--- src/rtl/rtc_evt_pkg.sv ---
package rtc_evt_pkg;
  localparam int N_EVT   = 3;
  localparam int EVT_SEC = 0;
  localparam int EVT_MIN = 1;
  localparam int EVT_ALM = 2;
  localparam int DEF_SEC_MOD = 60;
  localparam int DEF_MIN_MOD = 60;
  localparam int DEF_HR_MOD  = 24;
endpackage

--- src/rtl/rtc_wrap_cnt.sv ---
module rtc_wrap_cnt #(
  parameter int MODULO = 60,
  parameter int W = $clog2(MODULO)
) (
  input  logic         clk,
  input  logic         rst_n,
  input  logic         inc,
  output logic [W-1:0] cnt,
  output logic [W-1:0] cnt_nxt,
  output logic         wrap
);
  localparam logic [W-1:0] LAST = W'(MODULO - 1);

  assign wrap = inc && (cnt == LAST);

  always_comb begin
    if (!inc)            cnt_nxt = cnt;
    else if (cnt == LAST) cnt_nxt = '0;
    else                 cnt_nxt = cnt + 1'b1;
  end

  always_ff @(posedge clk or negedge rst_n) begin
    if (!rst_n) cnt <= '0;
    else        cnt <= cnt_nxt;
  end
endmodule

--- src/rtl/rtc_alarm_cmp.sv ---
module rtc_alarm_cmp #(
  parameter int MW = 6,
  parameter int HW = 5
) (
  input  logic          clk,
  input  logic          rst_n,
  input  logic          tmin_wr,
  input  logic [MW-1:0] tmin_wdata,
  input  logic          thr_wr,
  input  logic [HW-1:0] thr_wdata,
  input  logic          min_boundary,
  input  logic [MW-1:0] min_nxt,
  input  logic [HW-1:0] hr_nxt,
  output logic [MW-1:0] tmin_q,
  output logic [HW-1:0] thr_q,
  output logic          alarm_evt
);
  // The match is tested only when the time is about to enter a new minute,
  // so a match that persists or is created by a target write never re-fires.
  assign alarm_evt = min_boundary && (min_nxt == tmin_q) && (hr_nxt == thr_q);

  always_ff @(posedge clk or negedge rst_n) begin
    if (!rst_n) begin
      tmin_q <= '0;
      thr_q  <= '0;
    end else begin
      if (tmin_wr) tmin_q <= tmin_wdata;
      if (thr_wr)  thr_q  <= thr_wdata;
    end
  end
endmodule

--- src/rtl/rtc_evt_flags.sv ---
module rtc_evt_flags #(
  parameter int N = 3
) (
  input  logic         clk,
  input  logic         rst_n,
  input  logic [N-1:0] evt,
  input  logic [N-1:0] clr,
  input  logic [N-1:0] en,
  output logic [N-1:0] flags,
  output logic         irq
);
  logic [N-1:0] pend;

  for (genvar i = 0; i < N; i++) begin : g_flag
    // A new event takes precedence over a clear in the same cycle.
    always_ff @(posedge clk or negedge rst_n) begin
      if (!rst_n)      flags[i] <= 1'b0;
      else if (evt[i]) flags[i] <= 1'b1;
      else if (clr[i]) flags[i] <= 1'b0;
    end
    assign pend[i] = flags[i] & en[i];
  end

  assign irq = |pend;
endmodule

--- src/rtl/rtc_evt_irq.sv ---
module rtc_evt_irq
  import rtc_evt_pkg::*;
#(
  parameter int SEC_MOD = DEF_SEC_MOD,
  parameter int MIN_MOD = DEF_MIN_MOD,
  parameter int HR_MOD  = DEF_HR_MOD,
  localparam int SEC_W = $clog2(SEC_MOD),
  localparam int MIN_W = $clog2(MIN_MOD),
  localparam int HR_W  = $clog2(HR_MOD)
) (
  input  logic             clk,
  input  logic             rst_n,
  input  logic             sec_tick,
  input  logic             tgt_min_wr,
  input  logic [MIN_W-1:0] tgt_min_wdata,
  input  logic             tgt_hr_wr,
  input  logic [HR_W-1:0]  tgt_hr_wdata,
  input  logic [N_EVT-1:0] evt_en,
  input  logic [N_EVT-1:0] flag_clr,
  output logic [MIN_W-1:0] tgt_min_q,
  output logic [HR_W-1:0]  tgt_hr_q,
  output logic [SEC_W-1:0] sec_q,
  output logic [MIN_W-1:0] min_q,
  output logic [HR_W-1:0]  hr_q,
  output logic [N_EVT-1:0] flags_q,
  output logic             irq
);
  logic [SEC_W-1:0] sec_nxt;
  logic [MIN_W-1:0] min_nxt;
  logic [HR_W-1:0]  hr_nxt;
  logic sec_wrap, min_wrap, hr_wrap;
  logic alarm_evt;
  logic [N_EVT-1:0] evt;

  rtc_wrap_cnt #(.MODULO(SEC_MOD), .W(SEC_W)) u_sec (
    .clk(clk), .rst_n(rst_n), .inc(sec_tick),
    .cnt(sec_q), .cnt_nxt(sec_nxt), .wrap(sec_wrap));

  rtc_wrap_cnt #(.MODULO(MIN_MOD), .W(MIN_W)) u_min (
    .clk(clk), .rst_n(rst_n), .inc(sec_wrap),
    .cnt(min_q), .cnt_nxt(min_nxt), .wrap(min_wrap));

  rtc_wrap_cnt #(.MODULO(HR_MOD), .W(HR_W)) u_hr (
    .clk(clk), .rst_n(rst_n), .inc(min_wrap),
    .cnt(hr_q), .cnt_nxt(hr_nxt), .wrap(hr_wrap));

  rtc_alarm_cmp #(.MW(MIN_W), .HW(HR_W)) u_alarm (
    .clk(clk), .rst_n(rst_n),
    .tmin_wr(tgt_min_wr), .tmin_wdata(tgt_min_wdata),
    .thr_wr(tgt_hr_wr), .thr_wdata(tgt_hr_wdata),
    .min_boundary(sec_wrap), .min_nxt(min_nxt), .hr_nxt(hr_nxt),
    .tmin_q(tgt_min_q), .thr_q(tgt_hr_q), .alarm_evt(alarm_evt));

  always_comb begin
    evt          = '0;
    evt[EVT_SEC] = sec_tick;
    evt[EVT_MIN] = sec_wrap;
    evt[EVT_ALM] = alarm_evt;
  end

  rtc_evt_flags #(.N(N_EVT)) u_flags (
    .clk(clk), .rst_n(rst_n), .evt(evt), .clr(flag_clr), .en(evt_en),
    .flags(flags_q), .irq(irq));

  logic unused_ok;
  assign unused_ok = &{1'b0, hr_wrap, sec_nxt};
endmodule

--- config.mk ---
export PLATFORM = sky130hd
export DESIGN_NAME = rtc_evt_irq
export DESIGN_NICKNAME = d
export VERILOG_FILES = /design/src/rtl/rtc_evt_pkg.sv /design/src/rtl/rtc_wrap_cnt.sv /design/src/rtl/rtc_alarm_cmp.sv /design/src/rtl/rtc_evt_flags.sv /design/src/rtl/rtc_evt_irq.sv
export SDC_FILE = /design/constraint.sdc
export NUM_CORES = 1
export LEC_CHECK = 0
export BUFFER_PORTS_ARGS = -buffer_cell sky130_fd_sc_hd__buf_2
export CAP_MARGIN = 20
export CORE_UTILIZATION = 45
export DETAILED_ROUTE_END_ITERATION = 10
export PLACE_DENSITY = 0.78
export SLEW_MARGIN = 10
export SYNTH_ARGS = -nofsm -noshare
export SYNTH_HDL_FRONTEND = slang
export SYNTH_SLANG_ARGS = --single-unit
--- constraint.sdc ---
create_clock -name clk -period 2.2 [get_ports clk]
set_input_delay 0.11 -clock clk [delete_from_list [all_inputs] [get_ports clk]]
set_output_delay 0.11 -clock clk [all_outputs]
set_load 0.005 [all_outputs]
==> flow_metrics.py <==
metrics = {
    "timing": {
        "worst_slew_pin_slew_ns": 0.682,
        "setup_tns_ns": 0,
        "period_needed_ns": 2.10,
        "final-setup-viol-count": 0,
        "hold_viol": 0,
        "period_share": 0.956,
        "hold_slack_ns": 0.0230,
        "skew_ns": 0.00554,
        "max-slew-margin-rel": 0.545,
        "max_freq_mhz": 476,
        "slew_viol_final": 0,
        "worst_slack_ns": 0.0970,
    },
    "synthesis": {
        "synth_top_area_share": 0.449,
        "synth-main-ff-cell": "dfrtp_1",
        "synth-adder-area-share": 0.0217,
        "synth_area_leader_cell": "dfrtp_1",
        "synth_edf_count": 0,
        "avgSynthCellArea_sq_um": 10.5,
        "synthTopCellsByArea": "dfrtp_1 (45%), mux2_2 (9.1%), nand2_1 (3.7%)",
        "yosys_warnings": 0,
        "synth_mux_area_frac": 0.100,
        "yosysUniqueCellTypes": 44,
        "synth-seq-area-share": 0.449,
        "synthSimpleGateAreaFrac": 0.217,
        "synthXorXnorAreaFrac": 0.0457,
        "async_flop_share": 1.00,
        "synth_compound_area_frac": 0.135,
        "synth_top_family_by_area": "simple AND/OR/NAND/NOR gates",
        "syn_inst": 165,
        "synth_nets": 190,
        "syn_area_sq_um": 1730,
        "synth_seq_cells": 31,
    },
    "flow_run": {
        "max_cap_violations": 0,
    },
    "critical_path": {
        "end_kind": "register",
        "cp-start-kind": "register",
        "cp.required_ns": 2.39,
        "r2r_start": "u_min.cnt[2]",
        "cp.arrival_ns": 2.30,
        "crit_start": "u_min.cnt[2]",
        "criticalPathCategory": "reg2reg",
        "crit_fanout": 8,
    },
    "routing": {
        "drcViolationCount": 0,
        "dr.pass1.iters": 4,
        "wl_mm": 4.16,
        "ant_nets": 0,
        "wl_per_cell_microns": 14.7,
        "viasPerCell": 5.46,
        "vias": 1544,
        "initialDrtViolationCount": 58,
    },
    "global_routing": {
        "grt_max_degree": 32,
        "gr-usage-met2": 0.306,
        "grt_antenna_before_repair": 0,
        "grtUsageMet1": 0.281,
        "grt_overflow_total": 0,
        "grt-busiest-layer": "met2",
        "gr-usage-met3": 0.0661,
        "grt_pass1_vias": 1369,
        "grt_pass1_wl_mm": 6.36,
        "track_usage": 0.207,
    },
    "final_layout": {
        "fill_cells": 324,
        "diodes": 0,
        "nNetsFinal": 259,
        "multi_input_area_sq_um": 936,
        "area_delta_synth_final_pct": 31.8,
        "register_area_sq_um": 781,
        "drive_gt1_frac": 0.426,
    },
    "worst_hold_path": {
        "min_path_type": "in2reg",
        "min_from": "flag_clr[2]",
    },
    "power": {
        "vdd_drop_max_mv": 0.499,
        "cellPowerDensity_nw_per_um2": 726,
        "p_leak_nw": 1.13,
        "power.total_w": 0.00165,
    },
    "clocking": {
        "clock-sinks": 31,
        "cts_htree_levels": 2,
        "clockRootBuffer": "clkbuf_8",
        "cts.clk_slew.worst_paths_ns": 0.06,
        "cts.path.max_buffers": 2,
        "cts_tree": "done",
        "cts_buffers": 5,
        "insertion_delay_ns": 0.29,
    },
    "placed_design": {
        "dp_slack_ns": 0.0700,
        "dp_hpwl_mm": 2.95,
        "gp_congestion": 0.849,
        "placement.io_buffers": 53,
    },
    "floorplanning": {
        "initial_core_util": 0.472,
        "rows": 22,
        "die_y_microns": 63.9,
        "io_pins": 54,
        "die_w_microns": 63.9,
        "dieArea_sq_um": 4090,
        "core_sq_um": 3660,
    },
    "run_status": {
        "status": "completed",
    },
}
[cell usage in the layout (no fill, tap or decap), types with 2 or more instances in the layout]
cell,netlist,final
buf_2,2,53
dfrtp_1,31,27
nand2_1,17,17
mux2_2,14,14
buf_4,0,12
o21ai_0,11,11
inv_1,9,9
clkbuf_8,0,7
nand3_1,6,6
nor2b_1,6,6
nor2_1,5,5
xor2_1,5,5
a21oi_1,5,5
nand4_1,4,4
xnor2_1,4,4
dfrtp_2,0,4
and4b_1,3,3
nor4_1,3,3
nand4b_1,3,3
a21o_1,3,3
and2_1,2,2
and3_1,2,2
o22ai_1,2,2
ha_4,0,2
[logic make-up after synthesis]
group	Yosys count
xor gates and xnor gates	9
AOI/OAI and AO/OA	33
and+or+nand+nor	60
DFF	31
adders and majority gates	3
buffers and inverters	14
muxes	15
[critical path, stage by stage, from the launching register on]
cell and delay (ns):
dfrtp_2 0.46, nand4b_1 0.25, buf_4 0.18, o221a_2 0.26, a211o_1 0.25, xnor2_1 0.20
nand4b_1 0.14, o32ai_2 0.26
[area by class of cell]
class                   instances  share of cell area
multi-input cells             121               0.411
inverters                       9              0.0148
repair buffers                 66               0.161
flip-flops and latches         31               0.343
clock buffers                   8              0.0440
well taps                      48              0.0264
[routing by layer]
| layer | vias up | share of wire |
|---|---|---|
| met2 | 54 | 0.48 |
| met4 | 0 | 0.012 |
| met1 | 729 | 0.45 |
| li1 | 755 | - |
| met5 | - | 0 |
| met3 | 6 | 0.052 |
[per-stage QoR]
step,cell area (sq um),std cells,utilization
after detailed placement,2090,269,0.571
final,2280,283,0.622
after global placement,2090,269,0.571
after floorplan,1730,165,-
after CTS,2200,278,0.601
after global routing,2280,283,0.622
[sequential cells by signal, indices dropped and copies added (netlist names)]
signal	cells
u_hr.cnt	5
u_alarm.tmin_q	6
u_flags.flags	3
u_alarm.thr_q	5
u_sec.cnt	6
u_min.cnt	6
[cell usage after synthesis (all sizes together), types with 2 or more instances]
| cell type | instances |
|---|---|
| mux2 | 15 |
| ha | 3 |
| a21o | 3 |
| nand3 | 7 |
| nand4 | 4 |
| nand4b | 4 |
| and4b | 3 |
| buf | 2 |
| nor4 | 4 |
| o22ai | 2 |
| a21oi | 5 |
| nand2 | 17 |
| xnor2 | 4 |
| o32ai | 2 |
| and3 | 2 |
| nor2 | 5 |
| o21ai | 11 |
| and2 | 2 |
| nor2b | 6 |
| inv | 9 |
| clkbuf | 3 |
| dfrtp | 31 |
| xor2 | 5 |
[timing repair]
item	CTS	global route
setup endpoints to repair	0	1
hold buffers	1	0
endpoints found under the hold margin	31	0
setup buffers	0	4
gates resized for setup	0	8
[where the power goes]
group	switching, W	internal [W]	total, W
Clock	0.000205	0.000285	0.000490
Sequential	0.000123	0.000646	0.000769
Combinational	0.000176	0.000216	0.000392
[worst paths after layout]
kind / slack (ns) / cells past startpoint / to
max: 0.1 / 7 / u_flags.flags[2]
min: 0.02 / 2 / u_flags.flags[2]
max reg2reg: 0.1 / 7 / u_flags.flags[2]
min reg2reg: 0.51 / 1 / u_flags.flags[0]
max in group asynchronous: 1.32 / 2 / u_min.cnt[3]
min in group asynchronous: 0.40 / 2 / u_sec.cnt[1]
Note: power is estimated with default switching activity, not from simulation.
